===== src/rtl/ralu_pkg.sv =====
package ralu_pkg;
  typedef enum logic [1:0] {
    FN_AND   = 2'd0,
    FN_OR    = 2'd1,
    FN_SUM   = 2'd2,
    FN_CLEAR = 2'd3
  } fn_e;
endpackage


===== src/rtl/alu_bit_slice.sv =====
module alu_bit_slice
  import ralu_pkg::*;
(
  input  logic x_bit,
  input  logic y_bit,
  input  logic neg_y,
  input  logic c_in,
  input  fn_e  fn,
  output logic q_bit,
  output logic c_out
);
  logic y_use;
  logic and_t;
  logic or_t;
  logic sum_t;

  assign y_use = neg_y ? ~y_bit : y_bit;
  assign and_t = x_bit & y_use;
  assign or_t  = x_bit | y_use;
  assign sum_t = x_bit ^ y_use ^ c_in;
  assign c_out = (x_bit & y_use) | (c_in & (x_bit | y_use));

  always_comb begin
    unique case (fn)
      FN_AND:  q_bit = and_t;
      FN_OR:   q_bit = or_t;
      FN_SUM:  q_bit = sum_t;
      default: q_bit = 1'b0;
    endcase
  end

  // Weighted cell outputs must equal the count of ones among the three adder inputs.
  always_comb begin
    if (fn == FN_SUM) begin
      AST_SLICE_COUNT: assert ({c_out, q_bit} == 2'($countones({x_bit, y_use, c_in})))
        else $error("cell sum/carry inconsistent");
    end
  end
endmodule


===== src/rtl/alu_slice_chain.sv =====
module alu_slice_chain
  import ralu_pkg::*;
#(
  parameter int WIDTH = 32
) (
  input  logic [WIDTH-1:0] xv,
  input  logic [WIDTH-1:0] yv,
  input  logic             neg_y,
  input  logic             c_seed,
  input  fn_e              fn,
  output logic [WIDTH-1:0] qv,
  output logic             c_last
);
  localparam int NCARRY = WIDTH + 1;

  logic [NCARRY-1:0] cc;
  assign cc[0] = c_seed;

  for (genvar i = 0; i < WIDTH; i++) begin : g_cell
    alu_bit_slice u_cell (
      .x_bit (xv[i]),
      .y_bit (yv[i]),
      .neg_y (neg_y),
      .c_in  (cc[i]),
      .fn    (fn),
      .q_bit (qv[i]),
      .c_out (cc[i+1])
    );
  end

  assign c_last = cc[WIDTH];

  // Whole row against an arithmetic sum: the carry chain must link cell i to cell i+1.
  always_comb begin
    AST_CHAIN_CARRY: assert (c_last == 1'({1'b0, xv} + {1'b0, (neg_y ? ~yv : yv)} + NCARRY'(c_seed) >> WIDTH))
      else $error("carry chain broken");
  end
endmodule


===== src/rtl/ripple_alu.sv =====
module ripple_alu
  import ralu_pkg::*;
#(
  parameter int WIDTH = 32
) (
  input  logic [WIDTH-1:0] opnd_x,
  input  logic [WIDTH-1:0] opnd_y,
  input  logic [1:0]       func_sel,
  input  logic             y_negate,
  input  logic             carry_seed,
  output logic [WIDTH-1:0] alu_out,
  output logic             carry_top
);
  fn_e fn;
  assign fn = fn_e'(func_sel);

  alu_slice_chain #(.WIDTH(WIDTH)) u_chain (
    .xv     (opnd_x),
    .yv     (opnd_y),
    .neg_y  (y_negate),
    .c_seed (carry_seed),
    .fn     (fn),
    .qv     (alu_out),
    .c_last (carry_top)
  );

  always_comb begin
    if (func_sel == 2'd3) begin
      AST_CLEAR_ZERO: assert (alu_out == '0)
        else $error("clear select not zero");
    end
    if (func_sel == 2'd0 && !y_negate) begin
      AST_AND_PLAIN: assert (alu_out == (opnd_x & opnd_y))
        else $error("AND mismatch");
    end
    if (func_sel == 2'd1 && !y_negate) begin
      AST_OR_PLAIN: assert (alu_out == (opnd_x | opnd_y))
        else $error("OR mismatch");
    end
    if (func_sel == 2'd2 && y_negate && carry_seed) begin
      AST_SUB_DIFF: assert (alu_out == opnd_x - opnd_y && carry_top == (opnd_x >= opnd_y))
        else $error("subtract mismatch");
    end
    if (func_sel == 2'd2 && !y_negate && !carry_seed) begin
      AST_ADD_SUM: assert (alu_out == opnd_x + opnd_y)
        else $error("add mismatch");
    end
  end
endmodule


===== config.mk =====
export PLATFORM = sky130hd
export DESIGN_NAME = ripple_alu
export DESIGN_NICKNAME = d
export VERILOG_FILES = /design/src/rtl/ralu_pkg.sv /design/src/rtl/alu_bit_slice.sv /design/src/rtl/alu_slice_chain.sv /design/src/rtl/ripple_alu.sv
export SDC_FILE = /design/constraint.sdc
export NUM_CORES = 1
export LEC_CHECK = 0
export CAP_MARGIN = 20
export CORE_UTILIZATION = 44
export DETAILED_ROUTE_END_ITERATION = 10
export PLACE_DENSITY = 0.81
export SLEW_MARGIN = 20
export SYNTH_ARGS = -nofsm -noshare
export SYNTH_HDL_FRONTEND = slang
export SYNTH_SLANG_ARGS = --single-unit
export TNS_END_PERCENT = 100

===== constraint.sdc =====
create_clock -name vclk -period 21.8
set_input_delay 4.36 -clock vclk [all_inputs]
set_output_delay 4.36 -clock vclk [all_outputs]
set_load 0.05 [all_outputs]

# Word level (Yosys, flattened, before mapping)
# Cells that the tools add are included.
[word_totals] out_inout_bits=33 ff_bits=0 elab_cells=291
[op_classes] muxes=64 n_eq_ne=2 bitwise_logic=224 n_reduce_logical=1
[ops] op="case mux 1 bit (3 select lines)" count=32
[ops] op="AND 1 bit" count=64
[ops] op="OR 1 bit" count=64
[ops] op="bitwise XOR 1 bit" count=64
[ops] op="two-way mux 1 bit" count=32
[ops] op="inverter 1 bit" count=32
[ops] op="== test 2 x 1 -> 1 bit (second input constant)" count=1
[ops] op="== test 2 bit (second input constant)" count=1
[ops] op="zero test 2 bit" count=1

# Longest topological paths before layout
[logic_depth] depth_word=67 depth_mapped=42

# Hierarchy
# A second synthesis with hierarchy kept.
[unflattened] cells_unflattened=384 area_unflattened_um2=3083.0
[by_module_without_submodules] mod="alu_bit_slice" n_inst=32 area_each_um2=96.3 cells_each=12

# Worst setup path after synthesis
# No wires, ideal clock.
[synth_timing] kind="input port to output port" startpoint="input y_negate" endpoint="output alu_out[31]" required_ps=17440 path_stages=42 arrival_ps=17141 path_slack_ps=299 n_path_buf=3 path_cell_list="buf_6 buf_8 xor2_1 inv_1 fa_1 inv_1 fa_1 inv_1 fa_1 inv_1 fa_1 fa_1 fa_1 fa_1 fa_1 fa_1 fa_1 fa_1 (+6 left out) fa_1 fa_1 fa_1 fa_1 fa_1 fa_1 fa_1 fa_1 fa_1 fa_1 fa_1 fa_1 fa_1 fa_1 fa_1 mux2i_1 o22ai_1 buf_4"
[synth_via] elab_chain_cells=66
[synth_lines] item="start, declared" line_no="ripple_alu.sv:9" rtl="input logic y_negate,"
[synth_lines] item="two-way mux 1 bit" line_no="alu_bit_slice.sv:17" rtl="assign y_use = neg_y ? ~y_bit : y_bit;"
[synth_lines] item="OR 1 bit" line_no="alu_bit_slice.sv:21" rtl="assign c_out = (x_bit & y_use) | (c_in & (x_bit | y_use));"
[synth_lines] item="AND 1 bit" line_no="alu_bit_slice.sv:21"
[synth_lines] item="OR 1 bit" line_no="alu_bit_slice.sv:21"
[synth_lines] item="AND 1 bit" line_no="alu_bit_slice.sv:21"
[synth_lines] item="OR 1 bit" line_no="alu_bit_slice.sv:21"
[synth_lines] item="AND 1 bit" line_no="alu_bit_slice.sv:21"
[synth_lines] item="OR 1 bit" line_no="alu_bit_slice.sv:21"
[synth_lines] item="(+50 left out)"
[synth_lines] item="AND 1 bit" line_no="alu_bit_slice.sv:21"
[synth_lines] item="OR 1 bit" line_no="alu_bit_slice.sv:21"
[synth_lines] item="AND 1 bit" line_no="alu_bit_slice.sv:21"
[synth_lines] item="OR 1 bit" line_no="alu_bit_slice.sv:21"
[synth_lines] item="AND 1 bit" line_no="alu_bit_slice.sv:21"
[synth_lines] item="OR 1 bit" line_no="alu_bit_slice.sv:21"
[synth_lines] item="bitwise XOR 1 bit" line_no="alu_bit_slice.sv:20" rtl="assign sum_t = x_bit ^ y_use ^ c_in;"
[synth_lines] item="case mux 1 bit (3 select lines) *" line_no="alu_bit_slice.sv:24" rtl="unique case (fn)"
[synth_lines] item="end, declared" line_no="ripple_alu.sv:11" rtl="output logic [WIDTH-1:0] alu_out,"
# Mark *: on every way between the ends. The rest lies on a longest branch, timed or not.

# Worst setup path after layout
[layout_timing] startpoint="input opnd_y[0]" endpoint="output alu_out[31]"
[layout_via] elab_chain_cells=67
[layout_lines] item="start, declared" line_no="ripple_alu.sv:7" rtl="input logic [WIDTH-1:0] opnd_y,"
[layout_lines] item="inverter 1 bit" line_no="alu_bit_slice.sv:17"
[layout_lines] item="two-way mux 1 bit *" line_no="alu_bit_slice.sv:17"
[layout_lines] item="OR 1 bit" line_no="alu_bit_slice.sv:21"
[layout_lines] item="AND 1 bit" line_no="alu_bit_slice.sv:21"
[layout_lines] item="OR 1 bit *" line_no="alu_bit_slice.sv:21"
[layout_lines] item="AND 1 bit *" line_no="alu_bit_slice.sv:21"
[layout_lines] item="OR 1 bit *" line_no="alu_bit_slice.sv:21"
[layout_lines] item="AND 1 bit *" line_no="alu_bit_slice.sv:21"
[layout_lines] item="(+51 left out)"
[layout_lines] item="AND 1 bit *" line_no="alu_bit_slice.sv:21"
[layout_lines] item="OR 1 bit *" line_no="alu_bit_slice.sv:21"
[layout_lines] item="AND 1 bit *" line_no="alu_bit_slice.sv:21"
[layout_lines] item="OR 1 bit *" line_no="alu_bit_slice.sv:21"
[layout_lines] item="AND 1 bit *" line_no="alu_bit_slice.sv:21"
[layout_lines] item="OR 1 bit *" line_no="alu_bit_slice.sv:21"
[layout_lines] item="bitwise XOR 1 bit *" line_no="alu_bit_slice.sv:20"
[layout_lines] item="case mux 1 bit (3 select lines) *" line_no="alu_bit_slice.sv:24"
# Marks and branches as above.

==> metrics <==
outcome complete, but fails checks; violated checks design-rule violations; worst-path fanout max 2; flip-flop and latch count 0; combined area of all synthesized cells 2990 um^2; utilization after layout 59.3%; Power Density 35.2 nW/um^2; worst voltage drop across the vdd grid 0.0175 mV; buffer count from post-CTS setup fixing 0; pin count of the biggest net entering global routing 34; starting utilization of the core area 46.2%; RD Place Congestion 0.759; drt via density 4.64; global-route wire length before repair 10.1 mm; Tcrit/Tclk final 98.3%; worst min-delay path startpoint opnd_x[31]; number of endpoints with negative hold slack in the final report 0; reported leakage power 1.93 nW; count of input and output buffers 101; global route total overflow 0; critical path type primary input to output port; placeable core region 6460 um^2; via count of the first global-routing pass 2,301; HPWL after DPL 4.68 mm; total inserted antenna cells 0; CP max stage delay 0.49 ns; slew of the pin with the lowest slew margin 1.00 ns; worst-case headroom to the max-slew limit 33.3%; total power after layout 0.135 mW; register cell area after layout 0 um^2; pre-CTS setup slack -0.467 ns; net count of the finished layout 538; Mapped Nets 474; number of cells traversed by the worst hold path 3; Post-DRT Antenna Nets 0; number of max-cap violations 0; category of the worst setup path launch point primary input; average footprint of a synthesized cell 9.63 um^2; via count of the routed design 2,084; num ports 101; P&R area growth vs syn 28.2%; number of DRC violations after detailed routing 5; drt total wl 5.92 mm; CP most frequent cell fa_2; class of the tightest hold or removal check primary input to output port; detail-routed net length per standard cell 13.2 um; area of all placed cells without fillers 3830 um^2; filler cell count 539; final-report max-slew violation count 0; crit path DAT 17.07 ns; initial antenna violation count 0; total global routing track utilization 17.0%; slowest stage cell on the critical path fa_1; gate count of the mapped netlist 310; Std-Cell Rows 29; post-synth cell types 16; setup ws final 0.374 ns; total of clock buffers placed in the layout 0; number of non-filler instances in the completed layout 449; detailed router's first-iteration violation count 34; setup violation total in the final timing report 0; fraction of final layout cells sized beyond drive strength 1 12.4%; Die Wd 84.4 um; Max Freq 46.7 MHz; end point of the most critical hold path carry_top; Pre-antenna DRT Iters 7; minimum clock period 21.43 ns; area occupied by multi-input gates 2370 um^2; portion of the post-synthesis area used by sequential elements 0%; Data required, critical path 17.44 ns; Placed Instances 449; Die H 84.4 um; synth warn 0; Hold Buf Count CTS 0; critical path endpoint category output port; total placed instance area 3780 um^2; Die Footprint 7120 um^2
[area by class of cell]
| cell class | count | share of cell area [%] |
|---|---|---|
| Multi-Input combinational cell | 193 | 62.0 |
| Inverter | 70 | 6.86 |
| Timing Repair Buffer | 109 | 28.6 |
| Tap cell | 77 | 2.52 |
[Yosys cell counts]
cell type / number / area share (%)
inv_1: 69 / 8.7
ha_1: 64 / 27
buf_4: 32 / 8.0
fa_1: 32 / 21
mux2i_1: 32 / 11
o22ai_1: 32 / 6.7
xor2_1: 22 / 6.5
xor2_2: 9 / 4.9
buf_6: 8 / 3.0
buf_2: 3 / 0.50
buf_8: 2 / 1.0
buf_12: 1 / 0.67
clkbuf_2: 1 / 0.17
inv_2: 1 / 0.13
nand2b_4: 1 / 0.46
xnor2_1: 1 / 0.29
[worst max-delay path, delay by kind of cell]
family	cells	cell delay (ns)
fa+ha+maj	32	11.40
compound gates	1	0.20
mux	1	0.08
buf+inv	6	0.85
xor+xnor	1	0.16
[cells in the final DEF (no fill, tap or decap), drive strengths merged]
cell type / instances
clkdlybuf4s50: 93
mux2i: 32
buf: 16
ha: 64
xnor2: 1
inv: 70
xor2: 31
nand2b: 1
o22ai: 32
fa: 32
[kinds of logic (layout without fill, tap and decap cells)]
| group | count (synthesis) | after routing | share of synthesized area, % |
|---|---|---|---|
| buf+inv | 117 | 179 | 22.2 |
| fa+ha+maj | 96 | 96 | 48.3 |
| compound gates | 32 | 32 | 6.70 |
| xor+xnor | 32 | 32 | 11.6 |
| mux | 32 | 32 | 10.7 |
| simple gates | 1 | 1 | 0.461 |
[metal layers]
| metal | track usage, % | share of wire (%) |
|---|---|---|
| met3 | 2.36 | 5.4 |
| met2 | 33.5 | 53 |
| met5 | 0 | 0 |
| met4 | 0.616 | 0 |
| met1 | 20.6 | 41 |
[repair_timing]
item,4_1_cts,5_1_grt
endpoints found under the setup margin,3,3
resized for setup,10,9
pin swaps,1,1
[power by group]
group,leakage (nW),switching (mW),internal (mW)
clock,0,0,0
combinational,1.93,0.0774,0.0574
sequential,0,0,0
total,1.93,0.0774,0.0574
[worst max path at each step]
stage | start | endpoint | depth (start not counted)
3_5_place_dp | opnd_y[0] | alu_out[31] | 41
5_1_grt | opnd_y[0] | alu_out[31] | 41
2_1_floorplan | y_negate | alu_out[31] | 42
6_report | opnd_y[0] | alu_out[31] | 41
3_3_place_gp | opnd_y[0] | alu_out[31] | 41
4_1_cts | opnd_y[0] | alu_out[31] | 41
[through the flow]
stage | setup TNS, ns | hold WS (ns)
4_1_cts | 0 | 9.66
3_5_place_dp | -0.596 | 9.65
2_1_floorplan | 0 | 9.12
5_1_grt | -0.0179 | 9.68
6_report | 0 | 9.65
3_3_place_gp | -0.296 | 9.63
Power figures use the tool's default switching activity.
